===== config.mk =====
export PLATFORM = sky130hd
export DESIGN_NAME = pattern_sequencer
export DESIGN_NICKNAME = d
export VERILOG_FILES = /design/src/rtl/pattern_sequencer.sv
export SDC_FILE = /design/constraint.sdc
export NUM_CORES = 1
export LEC_CHECK = 0
export ABC_CLOCK_PERIOD_IN_PS = 2500
export CORE_MARGIN = 8
export CORE_UTILIZATION = 34
export DETAILED_ROUTE_END_ITERATION = 16
export SYNTH_ARGS = -nofsm -noshare
export SYNTH_HDL_FRONTEND = slang
export SYNTH_SLANG_ARGS = --single-unit

===== constraint.sdc =====
create_clock -name clk -period 2.5 [get_ports clk]
set_input_delay 0.5 -clock clk [delete_from_list [all_inputs] [get_ports clk]]
set_output_delay 0.5 -clock clk [all_outputs]
set_load 0.01 [all_outputs]

===== src/rtl/pattern_sequencer.sv =====
module pattern_sequencer #(
  parameter int AW = 6,
  parameter int CH = 4
) (
  input  logic          clk,
  input  logic          rst_n,
  input  logic          cfg_we,
  input  logic [2:0]    cfg_addr,
  input  logic [AW-1:0] cfg_wdata,
  input  logic          start,
  input  logic          resume,
  input  logic          abort,
  output logic [AW-1:0] mem_addr,
  output logic          mem_rd,
  input  logic [2*CH-1:0] mem_rdata,
  output logic          vec_valid,
  output logic [CH-1:0] pin_out,
  output logic [CH-1:0] pin_oe,
  output logic          st_idle,
  output logic          st_running,
  output logic          st_paused,
  output logic          st_halted,
  output logic [AW-1:0] pc,
  output logic          cfg_err
);
  localparam logic [AW-1:0] LAST = {AW{1'b1}};

  typedef enum logic [1:0] {S_IDLE, S_RUN, S_PAUSE, S_HALT} state_t;
  state_t state;

  logic [1:0]    mode;
  logic [AW-1:0] rstart, rend, haddr, paddr;
  logic          halt_en, pause_en;

  always_ff @(posedge clk or negedge rst_n) begin
    if (!rst_n) begin
      mode <= '0; rstart <= '0; rend <= '0; haddr <= '0; paddr <= '0;
      halt_en <= 1'b0; pause_en <= 1'b0;
    end else if (cfg_we) begin
      case (cfg_addr)
        3'd0: mode   <= cfg_wdata[1:0];
        3'd1: rstart <= cfg_wdata;
        3'd2: rend   <= cfg_wdata;
        3'd3: haddr  <= cfg_wdata;
        3'd4: paddr  <= cfg_wdata;
        3'd5: begin halt_en <= cfg_wdata[0]; pause_en <= cfg_wdata[1]; end
        default: ;
      endcase
    end
  end

  wire range_mode = (mode == 2'd2);
  wire loop_all   = (mode == 2'd1);
  wire once       = !range_mode && !loop_all;
  wire [AW-1:0] nxt = (range_mode && pc == rend) ? rstart : pc + 1'b1;
  wire at_end     = once && (pc == LAST);
  wire halt_hit   = halt_en && (pc == haddr);
  wire pause_hit  = pause_en && (pc == paddr);
  wire bad_range  = range_mode && (rend < rstart);

  always_ff @(posedge clk or negedge rst_n) begin
    if (!rst_n) begin
      state <= S_IDLE; pc <= '0; cfg_err <= 1'b0;
    end else if (abort) begin
      state <= S_IDLE;
    end else begin
      case (state)
        S_IDLE, S_HALT:
          if (start) begin
            if (bad_range) cfg_err <= 1'b1;
            else begin cfg_err <= 1'b0; pc <= rstart; state <= S_RUN; end
          end
        S_RUN:
          if (halt_hit)       state <= S_HALT;
          else if (pause_hit) state <= S_PAUSE;
          else if (at_end)    state <= S_HALT;
          else                pc <= nxt;
        S_PAUSE:
          if (resume) begin
            if (at_end) state <= S_HALT;
            else begin pc <= nxt; state <= S_RUN; end
          end
        default: state <= S_IDLE;
      endcase
    end
  end

  always_ff @(posedge clk or negedge rst_n) begin
    if (!rst_n) vec_valid <= 1'b0;
    else        vec_valid <= mem_rd;
  end

  assign mem_rd     = (state == S_RUN);
  assign mem_addr   = pc;
  assign pin_out    = vec_valid ? mem_rdata[CH-1:0]    : '0;
  assign pin_oe     = vec_valid ? mem_rdata[2*CH-1:CH] : '0;
  assign st_idle    = (state == S_IDLE);
  assign st_running = (state == S_RUN);
  assign st_paused  = (state == S_PAUSE);
  assign st_halted  = (state == S_HALT);
endmodule



==> flow_summary.json, run 1 <==
{
  "chipHeight_um": 97.1,
  "synth.avg_cell_area_um2": 10.3,
  "grt_remaining_overflow": 0,
  "worst_ir_drop_vdd_mv": 0.370,
  "total_power_w": 0.00277,
  "clock_tree_from_tritoncts": "built",
  "multi_input_logic_area_um2": 1140,
  "post_synth_inst_count": 218,
  "ios": 50,
  "post-cts-setup-buffers": 0,
  "reg2reg_depth": 7,
  "layout_min_cycle_time_ns": 2.24,
  "synth_async_sr_flop_share_pct": 100,
  "finish.net_count": 304,
  "grt_pass1_vias": 1828,
  "post-dp-hpwl_mm": 4.35,
  "chipWidth_um": 97.1,
  "synth-edff-count": 0,
  "path_class": "reg -> reg",
  "clock_insertion_delay_worst_skew_ns": 0.29,
  "post_synth_instance_area_um2": 2240,
  "share_seq_of_total_power_pct": 34.5,
  "cts_repair_resize_count": 0,
  "predominant_post_synthesis_flop_cell": "dfrtp_1",
  "power-per-cell-area_nw_per_um2": 961,
  "setup_total_negative_slack_ns": 0,
  "grt_antenna_before_repair": 0,
  "final_min_period_over_clock_period_pct": 89.6,
  "fmax_mhz": 446,
  "syn2layout_area_growth_pct": 28.8,
  "critPathMaxFanout": 9,
  "timing_worst_slew_pin_value_ns": 0.859,
  "power.switching_fraction_pct": 37.1,
  "io_buffers": 49,
  "cp-start-kind": "flop",
  "drv_slew": 0,
  "synth_cell_types": 41,
  "grt_resource_usage_total_pct": 12.2,
  "overall_die_area_um2": 9440,
  "critical_path.startpoint": "mem_addr[0]",
  "antenna-diode-count": 0,
  "holdBufCountCts": 0,
  "num_vias": 1756,
  "yosysWarnings": 0,
  "cap_violations": 0,
  "outcome": "completed",
  "r2r-end": "mem_addr[0]",
  "layout-drive-gt1-share_pct": 17.3,
  "clk_transition_reported_paths_ns": 0.08,
  "drt-vias-per-instance": 5.05,
  "post-route-worst-setup-slack_ns": 0.259,
  "route.antenna.remaining_nets": 0,
  "detail_route.first_pass.iterations": 4,
  "cp.required_ns": 2.69,
  "part_of_the_total_power_dissipated_in_the_clock_network_pct": 15.8,
  "design.core.area_um2": 6350,
  "mappedNetlistNets": 252,
  "floorplan.rows": 29,
  "detail_route.drc_violations": 0,
  "drtIter0Drc": 91,
  "grt_max_degree": 39,
  "final-hold-violation-count": 0,
  "first_pass_grt_wire_length_mm": 9.46,
  "ctsHtreeMaxLevel": 2,
  "r2r_start": "mem_addr[0]",
  "layout.filler_cells": 620,
  "cellInternalPower_w": 0.00174,
  "initial_core_util_pct": 35.3,
  "layout.area.seq_um2": 951,
  "p_sw_w": 0.00103,
  "grt_setup_unrepaired": "false",
  "reg2reg_setup_slack_ns": 0.26,
  "synth-seq-cells": 38,
  "finalSetupViolations": 0,
  "leakage_nw": 1.20,
  "worst_clock_skew_ns": 0.00596,
  "tritoncts_num_sinks": 38,
  "pre_cts_ws_ns": 0.152,
  "synth_seq_area_share_pct": 42.5,
  "critical_path_arrival_ns": 2.43,
  "holdCritPathClass": "in -> async",
  "combinationalPowerShare_pct": 49.7,
  "gp_congestion": 0.876,
  "max-clock-path-buffers": 2,
  "wire_per_inst_um": 15.7,
  "worst_setup_ep_type": "flop",
  "cts_root_buffer_type": "clkbuf_8",
  "cts-buffers-inserted": 5,
  "worst_slew_margin_pct": 42.7,
  "wl_mm": 5.45
}
==> final cells by class <==
cell class / count / share of cell area, %
Clock buffer: 7 / 2.99
Clock inverter: 1 / 0.174
Inverter: 11 / 1.43
Multi-Input combinational cell: 155 / 39.7
Sequential cell: 38 / 33.0
Tap cell: 77 / 3.34
Timing Repair Buffer: 59 / 19.4
==> power groups by stage <==
stage          sequential, W  clock, W  combinational (W)
4_1_cts             0.000957  0.000447            0.00140
6_report            0.000955  0.000438            0.00138
5_1_grt             0.000983  0.000482            0.00153
2_1_floorplan       0.000940         0           0.000889
3_3_place_gp        0.000967         0            0.00138
3_5_place_dp        0.000968         0            0.00139
==> layout by cell type, fill, tap and decap left out, drive strengths merged, types with 3 or more instances in the layout <==
cell,Yosys,routed
ha,11,11
o31ai,3,3
inv,11,11
nor3,5,5
o21ai,14,14
nor2,10,10
clkdlybuf4s50,0,48
buf,11,11
clkbuf,3,7
nand2,20,20
and2,8,8
dfrtp,38,38
xnor2,14,14
a21oi,7,7
a31oi,3,3
nand3,3,3
mux2,22,22
xor2,4,4
nand4,4,4
==> synth_stat cells (3+ instances only) <==
cell	count	share of area [%]
a21oi_1	7	1.6
a31oi_1	3	0.84
and2_1	8	2.2
buf_4	7	2.3
buf_6	3	1.5
clkbuf_1	3	0.50
dfrtp_1	38	42
ha_1	11	6.1
inv_1	11	1.8
mux2_2	22	11
nand2_1	20	3.4
nand3_1	3	0.67
nand4_1	4	1.1
nor2_1	10	1.7
nor3_1	5	1.1
o21ai_0	13	2.9
o31ai_1	3	1.0
xnor2_1	13	5.1
xor2_1	4	1.6
==> metrics by stage <==
step	cells	utilization (%)	instance area, µm²	hold WS (ns)
after global routing	348	45.4	2880	0.392
after floorplan	218	-	2240	0.204
after detailed placement	340	44.0	2790	0.468
after global placement	340	44.0	2790	0.466
final	348	45.4	2880	0.316
after CTS	348	45.4	2880	0.347
==> state kept, by name, indices dropped and copies added (netlist names) <==
name / cells
mem_addr: 6
cfg_err: 1
pause_en: 1
rstart: 6
haddr: 6
rend: 6
mode: 2
vec_valid: 1
paddr: 6
halt_en: 1
state: 2
==> per-layer routing <==
metal / GRT usage [%] / up-vias / share of wire, %
li1: - / 862 / -
met1: 16.0 / 823 / 49
met2: 18.2 / 63 / 43
met3: 4.05 / 8 / 6.4
met4: 4.02 / 0 / 1.8
met5: 0 / - / 0
==> how the worst max path moves through the flow <==
stage / depth (start not counted) / slack [ns] / endpoint
floorplan: 6 / 0.40 / state[1]
CTS: 7 / 0.25 / mem_addr[0]
finish: 7 / 0.26 / mem_addr[0]
detailed placement: 7 / 0.15 / mem_addr[0]
global placement: 7 / 0.19 / mem_addr[0]
global route: 7 / 0.14 / mem_addr[0]
==> cell families (layout without fill, tap and decap cells) <==
logic type      after synthesis  after routing  synth area share, %
fa+ha+maj                    11             11                 6.15
compound gates               39             39                 11.3
buf+inv                      25             78                 6.43
simple gates                 65             65                 15.2
flops                        38             38                 42.5
xor+xnor                     18             18                 7.38
mux                          22             22                 11.1
==> critical path, cell delays in order (launching register included) <==
cell and delay [ns]:
dfrtp_1 0.51, ha_1 0.31, and3_2 0.20, a31oi_1 0.19, o41a_1 0.19, o21ai_2 0.12
or2_2 0.32, a211o_1 0.29
No activity file was read; power rests on OpenSTA's default activity.
==> run 2: changes to the inputs <==
- REMOVE_ABC_BUFFERS: unset -> 1
==> run 2 against run 1 <==
Sequential share of layout area is 0.086 points lower; hold slack worse by 0.0019 ns; die area unchanged; clock-buffer cell count unchanged.
==> flow_summary.json, run 2 (synthesis gave the netlist of run 1 again) <==
{
  "outcome": "completed",
  "design.core.area_um2": 6350,
  "route.antenna.remaining_nets": 0,
  "critPathMaxFanout": 9,
  "most-common-layout-cells": "clkdlybuf4s50_1 (48), dfrtp_1 (38), mux2_2 (22)",
  "cpPeakStageDelay_ns": 0.52,
  "critical_path_arrival_ns": 2.43,
  "path_class": "reg -> reg",
  "floorplan.rows": 29,
  "wire_per_inst_um": 15.7,
  "tritoncts_num_sinks": 38,
  "initial_core_util_pct": 35.3,
  "layout_min_cycle_time_ns": 2.24,
  "layout-drive-gt1-share_pct": 17.6,
  "worst_ir_drop_vdd_mv": 0.452,
  "max-clock-path-buffers": 2,
  "clock_insertion_delay_worst_skew_ns": 0.29,
  "ios": 50,
  "first_pass_grt_wire_length_mm": 9.29,
  "finish.net_count": 305,
  "final_area_um2": 2890,
  "pre_cts_ws_ns": 0.171,
  "post-dp-hpwl_mm": 4.30,
  "holdBufCountCts": 0,
  "post-route-worst-setup-slack_ns": 0.256,
  "placed_area_um2": 2800,
  "worst_path_dominant_cell_family": "compound AO/OA/AOI/OAI gates",
  "clock_tree_from_tritoncts": "built",
  "worst_clock_skew_ns": 0.00840,
  "power-per-cell-area_nw_per_um2": 961,
  "fmax_mhz": 446,
  "grt_pass1_vias": 1851,
  "layout.filler_cells": 610,
  "chipWidth_um": 97.1,
  "clk_transition_reported_paths_ns": 0.08,
  "detail_route.drc_violations": 0,
  "postLayoutCoreUtil_pct": 45.5,
  "wl_mm": 5.48,
  "finalSetupViolations": 0,
  "worst_slew_margin_pct": 43.0,
  "post-place-cells": 341,
  "timing.critical_path.cells": "ha_1 -> and3_2 -> a31oi_1 -> o41a_1 -> o21ai_2 -> or2_2 -> a211o_1",
  "drt-vias-per-instance": 5.04,
  "final-hold-violation-count": 0,
  "num_vias": 1760,
  "drtIter0Drc": 87,
  "antenna-diode-count": 0,
  "syn2layout_area_growth_pct": 29.2,
  "holdCritPathClass": "in -> async",
  "crit_path_slowest_cell": "dfrtp_1",
  "critical_path.n_buffers_inverters": 0,
  "final_min_period_over_clock_period_pct": 89.7,
  "grt_remaining_overflow": 0,
  "setup_total_negative_slack_ns": 0,
  "drv_slew": 0,
  "grt_antenna_before_repair": 0,
  "grt_max_degree": 39,
  "overall_die_area_um2": 9440,
  "cp-start-kind": "flop",
  "io_buffers": 49,
  "final_cell_count_no_fill": 349,
  "cp.required_ns": 2.68,
  "ctsHtreeMaxLevel": 2,
  "timing_worst_slew_pin_value_ns": 0.854,
  "cts_repair_resize_count": 0,
  "cts-buffers-inserted": 5,
  "grt_resource_usage_total_pct": 11.9,
  "gp_congestion": 0.804,
  "cap_violations": 0,
  "worst_setup_ep_type": "flop",
  "post-cts-setup-buffers": 0,
  "leakage_nw": 1.21,
  "final_common_cell": "clkdlybuf4s50_1",
  "cts_root_buffer_type": "clkbuf_8",
  "detail_route.first_pass.iterations": 4,
  "chipHeight_um": 97.1,
  "grt_setup_unrepaired": "false"
}
[run 2: cell types whose count changed in the layout (fill, tap and decap cells not counted)]
cell	previous run	this run
buf_4	10	11
[run 2: worst reg2reg max path, delay by kind of cell (launching register included)]
kind | cells | cell delay, ns
fa+ha+maj | 1 | 0.30
simple gates | 2 | 0.53
compound gates | 4 | 0.77
flops | 1 | 0.52
[run 2: where the power goes]
part | leakage, nW | total [W] | internal (W) | switching [W]
Clock | 0.0482 | 0.000435 | 0.000222 | 0.000213
Sequential | 0.461 | 0.000955 | 0.000779 | 0.000175
Combinational | 0.698 | 0.00139 | 0.000750 | 0.000638
[run 2: area by class of cell]
class | instances | area (µm²) | share of cell area, %
clock buffers | 7 | 86.3 | 2.99
clock inverters | 1 | 5.00 | 0.173
inverters | 11 | 41.3 | 1.43
multi-input cells | 155 | 1140 | 39.6
flip-flops and latches | 38 | 951 | 32.9
well taps | 77 | 96.3 | 3.33
repair buffers | 60 | 568 | 19.6
[run 2: layer usage]
metal	global-route usage [%]	wire length, µm
met1	14.6	2590
met2	19.4	2490
met3	4.05	348
met4	2.84	47
met5	0	0
[run 2: metrics by stage]
stage	power (W)	hold slack, ns
after floorplan	0.00169	0.204
after global placement	0.00235	0.462
after detailed placement	0.00236	0.473
after CTS	0.00280	0.341
after global routing	0.00297	0.379
final	0.00278	0.314
[run 2: final timing paths]
| path | startpoint | endpoint | slack [ns] | cells past startpoint |
|---|---|---|---|---|
| worst max-delay path | mem_addr[1] | mem_addr[0] | 0.26 | 7 |
| worst min-delay path | rst_n | cfg_err | 0.31 | 1 |
| worst max register to register | mem_addr[1] | mem_addr[0] | 0.26 | 7 |
| worst min register to register | cfg_err | cfg_err | 0.48 | 2 |
| max in group asynchronous | rst_n | haddr[2] | 1.64 | 1 |
| min in group clk | cfg_err | cfg_err | 0.48 | 2 |
